File: src/rtl/mbb_pkg.sv
package mbb_pkg;
  localparam int unsigned DATA_W   = 16;
  localparam int unsigned CLK_BIT  = 0;
  localparam int unsigned DOUT_BIT = 1;
  localparam int unsigned OE_BIT   = 2;
  localparam int unsigned DIN_BIT  = 3;
  typedef logic [DATA_W-1:0] word_t;
endpackage

File: src/rtl/mbb_rst_sync.sv
module mbb_rst_sync #(
  parameter int unsigned STAGES = 2
) (
  input  logic clk,
  input  logic rst_n,
  output logic rst_sync_n
);
  logic [STAGES-1:0] sync_q;

  always_ff @(posedge clk or negedge rst_n) begin
    if (!rst_n) sync_q <= '0;
    else        sync_q <= {sync_q[STAGES-2:0], 1'b1};
  end

  assign rst_sync_n = sync_q[STAGES-1];
endmodule

File: src/rtl/mbb_regfile.sv
module mbb_regfile
  import mbb_pkg::*;
#(
  parameter int unsigned ADDR_W  = 4,
  parameter int unsigned ID_OFS  = 0,
  parameter int unsigned CSR_OFS = 1,
  parameter word_t       CHIP_ID = 16'h00C3
) (
  input  logic              clk,
  input  logic              rst_n,
  input  logic [ADDR_W-1:0] reg_addr,
  input  logic              reg_wr,
  input  logic              reg_rd,
  input  word_t             reg_wdata,
  input  logic              eng_in_bit,
  output word_t             reg_rdata,
  output word_t             csr_q,
  output logic              csr_wr,
  output logic              unmapped_seen
);
  localparam logic [ADDR_W-1:0] ID_A  = ADDR_W'(ID_OFS);
  localparam logic [ADDR_W-1:0] CSR_A = ADDR_W'(CSR_OFS);

  logic  hit_id, hit_csr, miss;
  logic  csr_en, rd_en, flag_d;
  word_t csr_d, rdata_d, csr_view;

  always_comb begin
    hit_id   = (reg_addr == ID_A);
    hit_csr  = (reg_addr == CSR_A);
    miss     = !hit_id && !hit_csr;
    csr_wr   = reg_wr && hit_csr;
    csr_en   = csr_wr;
    csr_d    = reg_wdata;
    csr_view = csr_q;
    csr_view[DIN_BIT] = eng_in_bit;
    rd_en    = reg_rd;
    if (hit_id)       rdata_d = CHIP_ID;
    else if (hit_csr) rdata_d = csr_view;
    else              rdata_d = '0;
    flag_d   = unmapped_seen || ((reg_wr || reg_rd) && miss);
  end

  always_ff @(posedge clk or negedge rst_n) begin
    if (!rst_n) begin
      csr_q         <= '0;
      reg_rdata     <= '0;
      unmapped_seen <= 1'b0;
    end else begin
      if (csr_en) csr_q <= csr_d;
      if (rd_en)  reg_rdata <= rdata_d;
      unmapped_seen <= flag_d;
    end
  end

  AST_ID_READ: assert property (@(posedge clk) disable iff (!rst_n)
    (reg_rd && reg_addr == ID_A) |=> (reg_rdata == CHIP_ID));
  AST_DIN_MERGE: assert property (@(posedge clk) disable iff (!rst_n)
    (reg_rd && reg_addr == CSR_A) |=> (reg_rdata[DIN_BIT] == $past(eng_in_bit)));
  AST_MISS_ZERO: assert property (@(posedge clk) disable iff (!rst_n)
    (reg_rd && reg_addr != ID_A && reg_addr != CSR_A) |=> (reg_rdata == '0));
  AST_STICKY_FLAG: assert property (@(posedge clk) disable iff (!rst_n)
    unmapped_seen |=> unmapped_seen);
endmodule

File: src/rtl/mbb_edge_det.sv
module mbb_edge_det (
  input  logic clk,
  input  logic rst_n,
  input  logic csr_wr,
  input  logic wr_clk,
  input  logic wr_dout,
  input  logic wr_oe,
  input  logic prev_clk,
  output logic tx_pulse,
  output logic tx_bit,
  output logic rx_pulse
);
  logic rise, tx_d, rx_d, bit_d, bit_en;

  always_comb begin
    rise   = csr_wr && wr_clk && !prev_clk;
    tx_d   = rise && wr_oe;
    rx_d   = rise && !wr_oe;
    bit_en = tx_d;
    bit_d  = wr_dout;
  end

  always_ff @(posedge clk or negedge rst_n) begin
    if (!rst_n) begin
      tx_pulse <= 1'b0;
      rx_pulse <= 1'b0;
      tx_bit   <= 1'b0;
    end else begin
      tx_pulse <= tx_d;
      rx_pulse <= rx_d;
      if (bit_en) tx_bit <= bit_d;
    end
  end

  AST_PULSE_EXCL: assert property (@(posedge clk) disable iff (!rst_n)
    !(tx_pulse && rx_pulse));
  AST_TX_ONE_CYCLE: assert property (@(posedge clk) disable iff (!rst_n)
    tx_pulse |=> !tx_pulse);
  AST_RX_ONE_CYCLE: assert property (@(posedge clk) disable iff (!rst_n)
    rx_pulse |=> !rx_pulse);
  AST_PULSE_AFTER_WR: assert property (@(posedge clk) disable iff (!rst_n)
    $rose(tx_pulse || rx_pulse) |-> $past(csr_wr));
  AST_TX_BIT_VAL: assert property (@(posedge clk) disable iff (!rst_n)
    tx_pulse |-> (tx_bit == $past(wr_dout)));
endmodule

File: src/rtl/mgmt_bitbang_bridge.sv
module mgmt_bitbang_bridge
  import mbb_pkg::*;
#(
  parameter int unsigned ADDR_W  = 4,
  parameter int unsigned ID_OFS  = 0,
  parameter int unsigned CSR_OFS = 1,
  parameter logic [15:0] CHIP_ID = 16'h00C3
) (
  input  logic              clk,
  input  logic              rst_n,
  input  logic [ADDR_W-1:0] reg_addr,
  input  logic              reg_wr,
  input  logic              reg_rd,
  input  logic [15:0]       reg_wdata,
  output logic [15:0]       reg_rdata,
  input  logic              eng_in_bit,
  output logic              tx_pulse,
  output logic              tx_bit,
  output logic              rx_pulse,
  output logic              unmapped_seen
);
  logic  rst_sync_n;
  logic  csr_wr;
  word_t csr_q;

  mbb_rst_sync #(.STAGES(2)) u_rst (
    .clk        (clk),
    .rst_n      (rst_n),
    .rst_sync_n (rst_sync_n)
  );

  mbb_regfile #(
    .ADDR_W  (ADDR_W),
    .ID_OFS  (ID_OFS),
    .CSR_OFS (CSR_OFS),
    .CHIP_ID (CHIP_ID)
  ) u_regs (
    .clk           (clk),
    .rst_n         (rst_sync_n),
    .reg_addr      (reg_addr),
    .reg_wr        (reg_wr),
    .reg_rd        (reg_rd),
    .reg_wdata     (reg_wdata),
    .eng_in_bit    (eng_in_bit),
    .reg_rdata     (reg_rdata),
    .csr_q         (csr_q),
    .csr_wr        (csr_wr),
    .unmapped_seen (unmapped_seen)
  );

  mbb_edge_det u_edge (
    .clk      (clk),
    .rst_n    (rst_sync_n),
    .csr_wr   (csr_wr),
    .wr_clk   (reg_wdata[CLK_BIT]),
    .wr_dout  (reg_wdata[DOUT_BIT]),
    .wr_oe    (reg_wdata[OE_BIT]),
    .prev_clk (csr_q[CLK_BIT]),
    .tx_pulse (tx_pulse),
    .tx_bit   (tx_bit),
    .rx_pulse (rx_pulse)
  );
endmodule

File: config.mk
export PLATFORM = sky130hd
export DESIGN_NAME = mgmt_bitbang_bridge
export DESIGN_NICKNAME = d
export VERILOG_FILES = /design/src/rtl/mbb_pkg.sv /design/src/rtl/mbb_rst_sync.sv /design/src/rtl/mbb_regfile.sv /design/src/rtl/mbb_edge_det.sv /design/src/rtl/mgmt_bitbang_bridge.sv
export SDC_FILE = /design/constraint.sdc
export NUM_CORES = 1
export LEC_CHECK = 0
export ABC_AREA = 1
export BUFFER_PORTS_ARGS = -buffer_cell sky130_fd_sc_hd__buf_2
export CAP_MARGIN = 5
export CORE_MARGIN = 1
export CORE_UTILIZATION = 35
export CTS_CLUSTER_DIAMETER = 50
export CTS_CLUSTER_SIZE = 25
export DETAILED_ROUTE_END_ITERATION = 12
export PLACE_DENSITY_LB_ADDON = 0.1
export SYNTH_ARGS = -nofsm -noshare
export SYNTH_HDL_FRONTEND = slang
export SYNTH_HIERARCHICAL = 1
export SYNTH_SLANG_ARGS = --single-unit
File: constraint.sdc
create_clock -name clk -period 1.2 [get_ports clk]
set_clock_uncertainty 0.05 [all_clocks]
set_input_delay 0.06 -clock clk [delete_from_list [all_inputs] [get_ports clk]]
set_output_delay 0.06 -clock clk [all_outputs]
set_load 0.03 [all_outputs]
[After elaboration in Yosys (flattened, before gate mapping)]
Index checks and enable logic that the tools add are counted.
Word-level totals
  bits in registers: 38
  bits in latches: 0
  memory bits (writable): 0
  memory bits (read-only): 0
  input port bits: 25
  output and inout bits: 20
  memories: 0
Operators by class
  add/sub/neg operators: 0
  multipliers: 0
  divide/modulo/power cells: 0
  order comparisons: 0
  equal/unequal tests: 1
  shift-type cells: 0
  multiplexer cells: 2
  bitwise operators: 0
  reductions and logical operators: 14
Operators with widths (number)
  16-bit 2-to-1 mux: 2
  1-bit logical AND: 7
  4-bit by 1-bit equality test with 1-bit output (second input constant): 1
  1-bit logical NOT: 4
  4-bit logical NOT: 1
  1-bit logical OR: 2

[Logic depth before layout (Yosys ltp)]
  depth after elaboration: 5
  mapped depth: 9

[Modules after synthesis]
Netlist, hierarchy kept.
By module, submodules not included
  mbb_regfile: times used 1, cells an instance 151, area an instance 1407.6 µm²
  mbb_edge_det: times used 1, cells an instance 12, area an instance 116.4 µm²
  mbb_rst_sync: times used 1, cells an instance 3, area an instance 53.8 µm²

[Worst setup path after synthesis]
No wires, ideal clock.
  path kind: input to register
  start: input reg_addr[3]
  end: register u_edge.tx_bit
  setup time: 0.118 ns
  data arrival time: 0.877 ns
  data required time: 1.032 ns
  setup slack: 0.156 ns
  stages on the path: 8
  path buffers: 2
  path through: nor2_1 -> buf_4 -> nand3_4 -> buf_6 -> inv_1 -> nand4_1 -> nand2_1 -> nand2_1
Between the ends
  longest elaborated chain between the ends: 5
RTL lines
  from (decl): line mgmt_bitbang_bridge.sv:11  | input logic [ADDR_W-1:0] reg_addr,
  4-bit by 1-bit equality test with 1-bit output: line mbb_regfile.sv:30  | hit_csr = (reg_addr == CSR_A);
  1-bit logical AND: line mbb_regfile.sv:32  | csr_wr = reg_wr && hit_csr;
  via csr_wr: line mgmt_bitbang_bridge.sv:23  | logic csr_wr;
  1-bit logical AND (2 in a row): line mbb_edge_det.sv:16  | rise = csr_wr && wr_clk && !prev_clk;
  1-bit logical AND: line mbb_edge_det.sv:17  | tx_d = rise && wr_oe;
  to (signal assigned): line mbb_edge_det.sv:31  | if (bit_en) tx_bit <= bit_d;
  to (decl): line mbb_edge_det.sv:10  | output logic tx_bit,
The timed path passes the listed nets, and every way through them passes these cells.
A chain may end at the register's enable or synchronous reset.

[Worst setup path after layout]
  start: register u_regs.reg_rdata[6]
  end: output reg_rdata[6]
RTL lines
  from (decl): line mbb_regfile.sv:16  | output word_t reg_rdata,
  from (signal assigned): line mbb_regfile.sv:51  | if (rd_en) reg_rdata <= rdata_d;
  to (decl): line mgmt_bitbang_bridge.sv:15  | output logic [15:0] reg_rdata,
No word-level cell between the ends.

==> results.json <==
{
  "drive_above_1_share_pct": 30.0,
  "worstPathCellList": "buf_2",
  "nNetsFinal": 254,
  "netlist_instances": 162,
  "cp.depth": 1,
  "die-area_um2": 4670,
  "pin_count": 45,
  "wire_per_inst_um": 12.1,
  "drc_errors": 0,
  "max_slew_margin_pct": 65.5,
  "setup_violations": 0,
  "rr_worst_depth": 4,
  "crit_type": "reg2out",
  "cp-start-kind": "flip-flop",
  "htree_levels": 2,
  "area_growth_pct": 34.5,
  "track_usage_pct": 16.3,
  "grtUsageMet3_pct": 5.50,
  "grt_setup_unrepaired": "false",
  "max_stage_delay_ps": 380,
  "viasPerCell": 4.76,
  "drv_cap": 0,
  "gp_congestion": 0.778,
  "grt_pass1_wl_mm": 5.39,
  "num_vias": 1333,
  "hold_viol": 0,
  "syn_area_per_cell_um2": 9.50,
  "crit_fanout": 2,
  "cts_max_path_buffers": 2,
  "port_buffers": 43,
  "p_leak_uw": 0.00110,
  "grt-busiest-layer": "met2",
  "antenna_found_initial": 0,
  "irDropWorstVdd_mv": 0.768,
  "post-place-ws_ps": 163,
  "critical_path.top_delay_family": "flip-flops",
  "core_um2": 4120,
  "cts_tree": "done",
  "diodes": 0,
  "grtUsageMet2_pct": 27.0,
  "start_util_pct": 37.4,
  "grt_pass1_vias": 1213,
  "min_period_ps": 952,
  "fin_tns_setup_ps": 0,
  "final_util_pct": 50.3,
  "grt_max_degree": 24,
  "critPathSlowestCell": "dfrtp_1",
  "drt_pass1_iterations": 4,
  "hp-class": "in2reg",
  "numClockSinks": 37,
  "layout_common_cells": "64 x nand2_1, 43 x buf_2, 37 x dfrtp_1",
  "setup_ws_ps": 248,
  "crit_arrival_ps": 840,
  "yosys_warnings": 6,
  "overflow": 0,
  "cp-end-kind": "primary output",
  "status": "finished clean",
  "hold_depth": 3,
  "use_met1_pct": 19.3,
  "syn_area_um2": 1540,
  "clk_latency_ps": 280,
  "worst-slew-pin-transition_ps": 516,
  "fmax_ghz": 1.05,
  "fillers": 407,
  "clk_pin_slew_worst_paths_ps": 60,
  "hpwl_mm": 2.44,
  "mostFrequentLayoutCell": "nand2_1",
  "maxSlewViolCount": 0,
  "power.density_nw_per_um2": 1270,
  "wl_mm": 3.40,
  "drt_iter0_drc": 78,
  "cp.buffers_inverters": 1,
  "fp.dieW_um": 68.3,
  "cts_setup_buffers": 0,
  "cts-root-buf": "clkbuf_8",
  "drt.antenna.violating_nets": 0,
  "finalCritPeriodShare_pct": 79.3,
  "rows": 23,
  "die_y_um": 68.3,
  "cts_buffers": 5,
  "synth_fp_nets": 187,
  "cp.required_ps": 1090
}
-- flip-flops by register name (all words and copies together) (netlist names) --
register / count
u_regs/csr_q: 15
u_regs/reg_rdata: 16
u_regs/unmapped_seen: 1
u_rst/sync_q: 2
u_edge/tx_bit: 1
u_edge/tx_pulse: 1
u_edge/rx_pulse: 1
-- metal layers --
layer	part of all wire [%]	wire, um
met5	0	0
met4	1.5	51
met3	4.5	152
met2	48	1630
met1	46	1570
-- report_power, final --
| part | switching, uW | internal [uW] |
|---|---|---|
| sequential | 72.4 | 1370 |
| combinational | 231 | 161 |
| clock | 386 | 412 |
-- worst reg2reg max path, delay by kind of cell (launching register included) --
kind / cells / cell delay, ps
flops: 1 / 440
simple gates: 3 / 210
buf+inv: 1 / 70
-- per-stage QoR --
step / area, um^2 / power [uW] / std cells / hold slack [ps]
final: 2070 / 2640 / 280 / 4.59
after global routing: 2070 / 2810 / 280 / 5.75
after CTS: 2070 / 2690 / 280 / 1.74
after detailed placement: 1830 / 1830 / 256 / -203
after global placement: 1830 / 1820 / 256 / -202
after floorplan: 1540 / 1690 / 162 / -286
-- path summary, 6_finish.rpt --
check,slack [ps],to,start
max,250,reg_rdata[6],u_regs/reg_rdata[6]
min,5,u_edge/tx_bit,reg_wdata[1]
max reg2reg,320,u_edge/tx_bit,u_regs/csr_q[0]
min reg2reg,140,u_edge/tx_pulse,u_rst/sync_q[1]
max in group asynchronous,680,u_regs/csr_q[4],u_rst/sync_q[1]
min in group asynchronous,40,u_rst/sync_q[0],rst_n
-- layout make-up --
cell class / instances / area [um^2] / share of cell area [%]
clock buffer: 8 / 80.1 / 3.87
tap: 50 / 62.6 / 3.02
inverter: 7 / 26.3 / 1.27
timing repair buffer: 69 / 450 / 21.8
multi-input combinational: 109 / 524 / 25.3
sequential: 37 / 926 / 44.7
-- what timing repair did --
action / 4_1_cts / 5_1_grt
hold endpoints to repair: 17 / 0
hold buffers: 16 / 0
resized for setup: 0 / 0
(Power assumes the default switching activity.)
